--- config.mk ---
export PLATFORM = sky130hd
export DESIGN_NAME = agen_dualbus
export DESIGN_NICKNAME = d
export VERILOG_FILES = /design/src/rtl/agen_pkg.sv /design/src/rtl/agen_ctrl.sv /design/src/rtl/agen_dp.sv /design/src/rtl/agen_dualbus.sv
export SDC_FILE = /design/constraint.sdc
export NUM_CORES = 1
export LEC_CHECK = 0
export BUFFER_PORTS_ARGS = -buffer_cell sky130_fd_sc_hd__buf_2
export CAP_MARGIN = 40
export CORE_MARGIN = 2
export CORE_UTILIZATION = 50
export DETAILED_ROUTE_END_ITERATION = 7
export PLACE_DENSITY_LB_ADDON = 0.2
export SLEW_MARGIN = 20
export SYNTH_ARGS = -nofsm -noshare
export SYNTH_HDL_FRONTEND = slang
export SYNTH_SLANG_ARGS = --single-unit
--- constraint.sdc ---
create_clock -name clk -period 15.8 [get_ports clk]
set_input_delay 2.37 -clock clk [delete_from_list [all_inputs] [get_ports clk]]
set_output_delay 2.37 -clock clk [all_outputs]
set_load 0.05 [all_outputs]
--- src/rtl/agen_pkg.sv ---
package agen_pkg;
  localparam int NREG = 8;

  typedef enum logic [1:0] {
    MODE_HOLD = 2'b00,
    MODE_INC2 = 2'b01,
    MODE_IDX  = 2'b10,
    MODE_RSVD = 2'b11
  } updMode_e;

  typedef enum logic [2:0] {
    REG_X0    = 3'd0,
    REG_X1    = 3'd1,
    REG_Y0    = 3'd2,
    REG_Y1    = 3'd3,
    REG_XIDX  = 3'd4,
    REG_YIDX  = 3'd5,
    REG_START = 3'd6,
    REG_END   = 3'd7
  } regCode_e;

  typedef struct packed {
    logic            xUpd;
    logic            xIdx;
    logic            xSel;
    logic            yUpd;
    logic            yIdx;
    logic            ySel;
    logic            wrap;
    logic [NREG-1:0] wrHot;
  } agenStrobe_t;
endpackage

--- src/rtl/agen_ctrl.sv ---
module agen_ctrl
  import agen_pkg::*;
(
  input  logic        clk,
  input  logic        rstN,
  input  logic        wrEn,
  input  logic [2:0]  wrSel,
  input  logic        xEn,
  input  logic        xSel,
  input  logic [1:0]  xMode,
  input  logic        yEn,
  input  logic        ySel,
  input  logic [1:0]  yMode,
  input  logic        modEn,
  output agenStrobe_t st
);
  logic [NREG-1:0] wrDec;

  generate
    for (genvar g = 0; g < NREG; g++) begin : gDec
      assign wrDec[g] = wrEn && (wrSel == 3'(g));
    end
  endgenerate

  always_comb begin
    st       = '0;
    st.xSel  = xSel;
    st.ySel  = ySel;
    st.xUpd  = xEn && (xMode == MODE_INC2 || xMode == MODE_IDX);
    st.xIdx  = xMode == MODE_IDX;
    st.yUpd  = yEn && (yMode == MODE_INC2 || yMode == MODE_IDX);
    st.yIdx  = yMode == MODE_IDX;
    st.wrap  = modEn;
    st.wrHot = wrDec;
  end

  // one register at most is written per cycle
  assert_single_write_R10: assert property (@(posedge clk) disable iff (!rstN)
    $onehot0(st.wrHot));
endmodule

--- src/rtl/agen_dp.sv ---
module agen_dp
  import agen_pkg::*;
#(
  parameter int AW = 16
) (
  input  logic          clk,
  input  logic          rstN,
  input  agenStrobe_t   st,
  input  logic [AW-1:0] wrData,
  output logic [AW-1:0] xAddr,
  output logic [AW-1:0] yAddr,
  output logic [AW-1:0] xNext,
  output logic [AW-1:0] yNext
);
  localparam logic [AW-1:0] STEP  = AW'(2);
  localparam logic [AW-1:0] ALIGN = ~AW'(1);

  logic [AW-1:0] xPtr [2];
  logic [AW-1:0] yPtr [2];
  logic [AW-1:0] xIdxReg, yIdxReg, startReg, endReg;
  logic [AW-1:0] xBase, yBase, xSum, ySum;

  assign xBase = xPtr[st.xSel] & ALIGN;
  assign yBase = yPtr[st.ySel] & ALIGN;
  assign xAddr = xBase;
  assign yAddr = yBase;

  always_comb begin
    xSum  = xBase + (st.xIdx ? (xIdxReg & ALIGN) : STEP);
    ySum  = yBase + (st.yIdx ? (yIdxReg & ALIGN) : STEP);
    xNext = (st.wrap && xSum == (endReg & ALIGN)) ? (startReg & ALIGN) : xSum;
    yNext = ySum;
  end

  generate
    for (genvar g = 0; g < 2; g++) begin : gPtr
      always_ff @(posedge clk or negedge rstN) begin
        if (!rstN) begin
          xPtr[g] <= '0;
          yPtr[g] <= '0;
        end else begin
          if (st.wrHot[REG_X0 + g])
            xPtr[g] <= wrData;
          else if (st.xUpd && st.xSel == 1'(g))
            xPtr[g] <= xNext;
          if (st.wrHot[REG_Y0 + g])
            yPtr[g] <= wrData;
          else if (st.yUpd && st.ySel == 1'(g))
            yPtr[g] <= yNext;
        end
      end
    end
  endgenerate

  always_ff @(posedge clk or negedge rstN) begin
    if (!rstN) begin
      xIdxReg  <= '0;
      yIdxReg  <= '0;
      startReg <= '0;
      endReg   <= '0;
    end else begin
      if (st.wrHot[REG_XIDX])  xIdxReg  <= wrData;
      if (st.wrHot[REG_YIDX])  yIdxReg  <= wrData;
      if (st.wrHot[REG_START]) startReg <= wrData;
      if (st.wrHot[REG_END])   endReg   <= wrData;
    end
  end

  // an idle X pointer keeps its value
  assert_hold_R5: assert property (@(posedge clk) disable iff (!rstN)
    (!(st.xUpd && !st.xSel) && !st.wrHot[REG_X0]) |=> xPtr[0] == $past(xPtr[0]));

  // a write overrides any same-cycle update
  assert_write_wins_R8: assert property (@(posedge clk) disable iff (!rstN)
    st.wrHot[REG_X0] |=> xPtr[0] == $past(wrData));

  // plain post-increment on X pointer 0 without wrap
  assert_post_inc_R3: assert property (@(posedge clk) disable iff (!rstN)
    (st.xUpd && !st.xIdx && !st.wrap && !st.xSel && !st.wrHot[REG_X0])
      |=> xPtr[0] == $past(xBase) + STEP);

  // Y pointer 1 advances on its own regardless of the X side
  assert_y_inc_R6: assert property (@(posedge clk) disable iff (!rstN)
    (st.yUpd && !st.yIdx && st.ySel && !st.wrHot[REG_Y1])
      |=> yPtr[1] == $past(yBase) + STEP);
endmodule

--- src/rtl/agen_dualbus.sv ---
module agen_dualbus
  import agen_pkg::*;
#(
  parameter int AW = 16
) (
  input  logic          clk,
  input  logic          rstN,
  input  logic          wrEn,
  input  logic [2:0]    wrSel,
  input  logic [AW-1:0] wrData,
  input  logic          xEn,
  input  logic          xSel,
  input  logic [1:0]    xMode,
  input  logic          yEn,
  input  logic          ySel,
  input  logic [1:0]    yMode,
  input  logic          modEn,
  output logic [AW-1:0] xAddr,
  output logic [AW-1:0] yAddr,
  output logic          xWbEn,
  output logic [AW-1:0] xWbData,
  output logic          yWbEn,
  output logic [AW-1:0] yWbData
);
  agenStrobe_t st;

  agen_ctrl u_ctrl (
    .clk(clk), .rstN(rstN), .wrEn(wrEn), .wrSel(wrSel),
    .xEn(xEn), .xSel(xSel), .xMode(xMode),
    .yEn(yEn), .ySel(ySel), .yMode(yMode),
    .modEn(modEn), .st(st)
  );

  agen_dp #(.AW(AW)) u_dp (
    .clk(clk), .rstN(rstN), .st(st), .wrData(wrData),
    .xAddr(xAddr), .yAddr(yAddr), .xNext(xWbData), .yNext(yWbData)
  );

  assign xWbEn = st.xUpd;
  assign yWbEn = st.yUpd;

  // word alignment on both buses
  always_comb begin
    if (rstN) begin
      assert_align_R2: assert (xAddr[0] == 1'b0 && yAddr[0] == 1'b0);
    end
  end
endmodule

==> summary.txt <==
Power
  – Leak: 3.943 nW
  – Part of the power in registers: 22.6%
  – Psw: 1.042 mW
  – Power density cells: 232.7 nW/µm²
  – Max VDD drop: 121.9 µV
  – Internal cell power: 1.020 mW
  – Gate power share: 60.3%
  – Total chip power: 2.062 mW
  – Switching fraction of total power: 50.54%
  – Clock power frac: 17.1%

Timing
  – Fin crit share: 58.12%
  – Final hold slack: 0.4934 ns
  – Rel. slew slack: 45.47%
  – F_max: 108.9 MHz
  – Worst Clk Skew: 0.009970 ns
  – Setup Total Neg Slack: 0 ns
  – Worst-margin pin slew: 0.7973 ns
  – Fin crit period: 9.183 ns
  – Worst setup margin: 6.617 ns
  – Unrepaired setup endpoints after global routing: false
  – Setup-failing EPs final: 0
  – Fin. Hold Viols: 0
  – Final Max Slew Viols: 0

Floorplanning
  – Core area: 15,090 µm²
  – DIE WIDTH: 127.7 µm
  – Die ar.: 16,320 µm²
  – # rows: 45
  – Initial Utilization: 50.73%
  – Ports: 97
  – Die H: 127.7 µm

Critical path
  – Most used cell, CP: buf_2
  – Slowest cell delay on critical path: 0.64 ns
  – Crit-path slowest cell: a2111oi_0
  – Crit-path cells: buf_2, mux2_2, ha_1, fa_1, a211oi_2, nor2_1, a32o_1, a2111oi_0, nand4b_1, nor4b_4, buf_4, nand4_1, nand2_1, buf_2
  – Max FO, Critical Path: 30
  – Critical Path AT: 6.81 ns
  – Kind of end point of the critical path: primary output
  – Worst path bufs/invs: 3
  – Setup crit start kind: input port
  – CP delay by family, top: compound AO/OA/AOI/OAI gates
  – Required @ worst endpoint: 13.43 ns
  – Worst Reg-to-Reg Cells: 12
  – Worst path depth: 14
  – CP Class: input port to primary output

Synth
  – Yosys cell types: 63
  – Top post-synthesis cells by area: dfrtp_1, mux2_2, ha_1
  – Cell count after synthesis: 769
  – Cell taking the most area after synthesis: dfrtp_1
  – Most used DFF post-synth: dfrtp_1
  – Synth async-reset ratio: 100.0%
  – Synthesis warning total: 0
  – Synth Area per Inst: 9.954 µm²
  – EDFF count, synth: 0
  – Post-synth top area share: 39.23%
  – Register bit total from synthesis: 120
  – Post-synthesis instance area: 7655 µm²
  – Sequential share of the synthesized area: 39.23%

Detailed routing
  – Drt first-iter violations: 503
  – Vias per cell: 6.220
  – Routed Antenna Nets: 0
  – Drt first pass iters: 5
  – DR vias: 6,512
  – Total wire length: 20,610 µm
  – Avg WL per Cell: 19.68 µm
  – DR DRC count: 0

CTS
  – CTS root buffer: clkbuf_16
  – CTS resizes: 0
  – Setup bufs post-CTS: 0
  – Clock Path Buffers: 2
  – Clk Latency, worst-skew pair: 0.41 ns
  – Post-CTS Hold Fix Bufs: 0
  – Number of buffers created by CTS: 17
  – Clock Sinks: 120
  – CTS tree: built
  – Clk slew on worst S/H paths: 0.05 ns
  – H-tree Lvls: 4

Place
  – # port buffers: 91
  – GP Congestion: 0.8863
  – DP Wirelength: 14,820 µm
  – Dpl ws: 6.694 ns
  – Cell total after placement: 1,015

Layout
  – Highest-count cells in the layout ignoring fill and taps: dfrtp_1, mux2_2, buf_2, nand2_1, nor2_1
  – Commonest non-fill, non-tap cell in the layout: dfrtp_1
  – Final nets: 910
  – Finished Layout Cells: 1,047
  – Area grow syn2layout: 15.76%
  – Layout cell share with drive strength beyond 1: 29.34%
  – Ant diodes: 0

Flow run
  – Max-cap violation count: 0

GRT
  – Vias in the first global route: 6,464
  – Initial antenna violation count: 0
  – Largest net degree at the start of global routing: 61
  – Gr ovfl total: 0
  – Tot GR Track Use: 25.91%
  – First-pass GRT wire length: 32,990 µm

Worst hold path
  – Hold path cells: 1
  – Worst hold path type: register to register

Status
  – Status: completed
-- state kept, by name, summed over array words and instances, names as in the netlist --
register / cells
u_dp.startReg: 15
u_dp.xIdxReg: 15
u_dp.endReg: 15
u_dp.yPtr: 30
u_dp.xPtr: 30
u_dp.yIdxReg: 15
-- synthesized netlist by cell type, types with 20 or more instances --
library cell and instances:
mux2_2 91, nor2_1 47, ha_1 30, inv_1 22, o22ai_1 28, o21ai_0 20, nand2_1 51, and2_1 28
clkbuf_1 34, a21oi_1 36, dfrtp_1 120, a31oi_1 34
-- power groups by stage --
stage               registers, mW  logic [mW]  clock network [mW]
CTS                         0.466        1.24               0.360
global route                0.478        1.33               0.375
finish                      0.467        1.24               0.353
detailed placement          0.470        1.23                   0
global placement            0.461        1.21                   0
floorplan                   0.451       0.967                   0
-- metal layers --
metal	global-route usage [%]	part of all wire (%)	up-vias
met5	0	0	-
li1	-	-	3024
met1	31.83	42	3181
met2	42.91	48	273
met4	11.18	2.7	0
met3	7.220	7.0	34
-- layout make-up --
class / count / area [µm²]
clock buffer: 18 / 429.2
clock inverter: 13 / 108.9
fill: 1299 / 6228
inverter: 22 / 82.58
multi-input combinational: 580 / 4397
sequential: 120 / 3003
tap: 188 / 235.2
timing repair buffer: 106 / 605.6
-- through the flow --
| stage | util, % | area [µm²] |
|---|---|---|
| after global routing | 58.72 | 8861 |
| after CTS | 58.65 | 8850 |
| after global placement | 54.63 | 8243 |
| final | 58.72 | 8861 |
| after detailed placement | 55.08 | 8312 |
| after floorplan | - | 7666 |
-- final timing paths --
check | slack (ns) | from | end
max in group asynchronous | 12.75 | rstN | u_dp.yIdxReg[9]
worst min register to register | 0.49 | u_dp.yIdxReg[1] | u_dp.yIdxReg[1]
worst max-delay path | 6.62 | xSel | xWbData[15]
min in group asynchronous | 1.99 | rstN | u_dp.yPtr[29]
worst max register to register | 11.60 | u_dp.xPtr[1] | u_dp.xPtr[24]
worst min-delay path | 0.49 | u_dp.yIdxReg[1] | u_dp.yIdxReg[1]
-- worst register-to-register path, delay by kind of cell (launching register included) --
family                   cells  cell delay, ns
buffers and inverters        1            0.37
flip-flops                   1            0.38
AND/OR/NAND/NOR              3            0.66
AO/OA/AOI/OAI                5            1.69
multiplexers                 1            0.31
adder cells (fa/ha/maj)      2            0.69
-- logic make-up (layout without fill, tap and decap cells) --
logic type | after synthesis | in the layout | synth area share, %
adders and majority gates | 32 | 32 | 5.427
buffers and inverters | 72 | 159 | 3.939
xor gates and xnor gates | 33 | 33 | 4.675
other | 1 | 4 | 0.04899
DFF | 120 | 120 | 39.23
muxes | 106 | 106 | 15.35
and+or+nand+nor | 213 | 213 | 14.55
AOI/OAI and AO/OA | 192 | 192 | 16.79
Note: power is estimated with default switching activity, not from simulation.
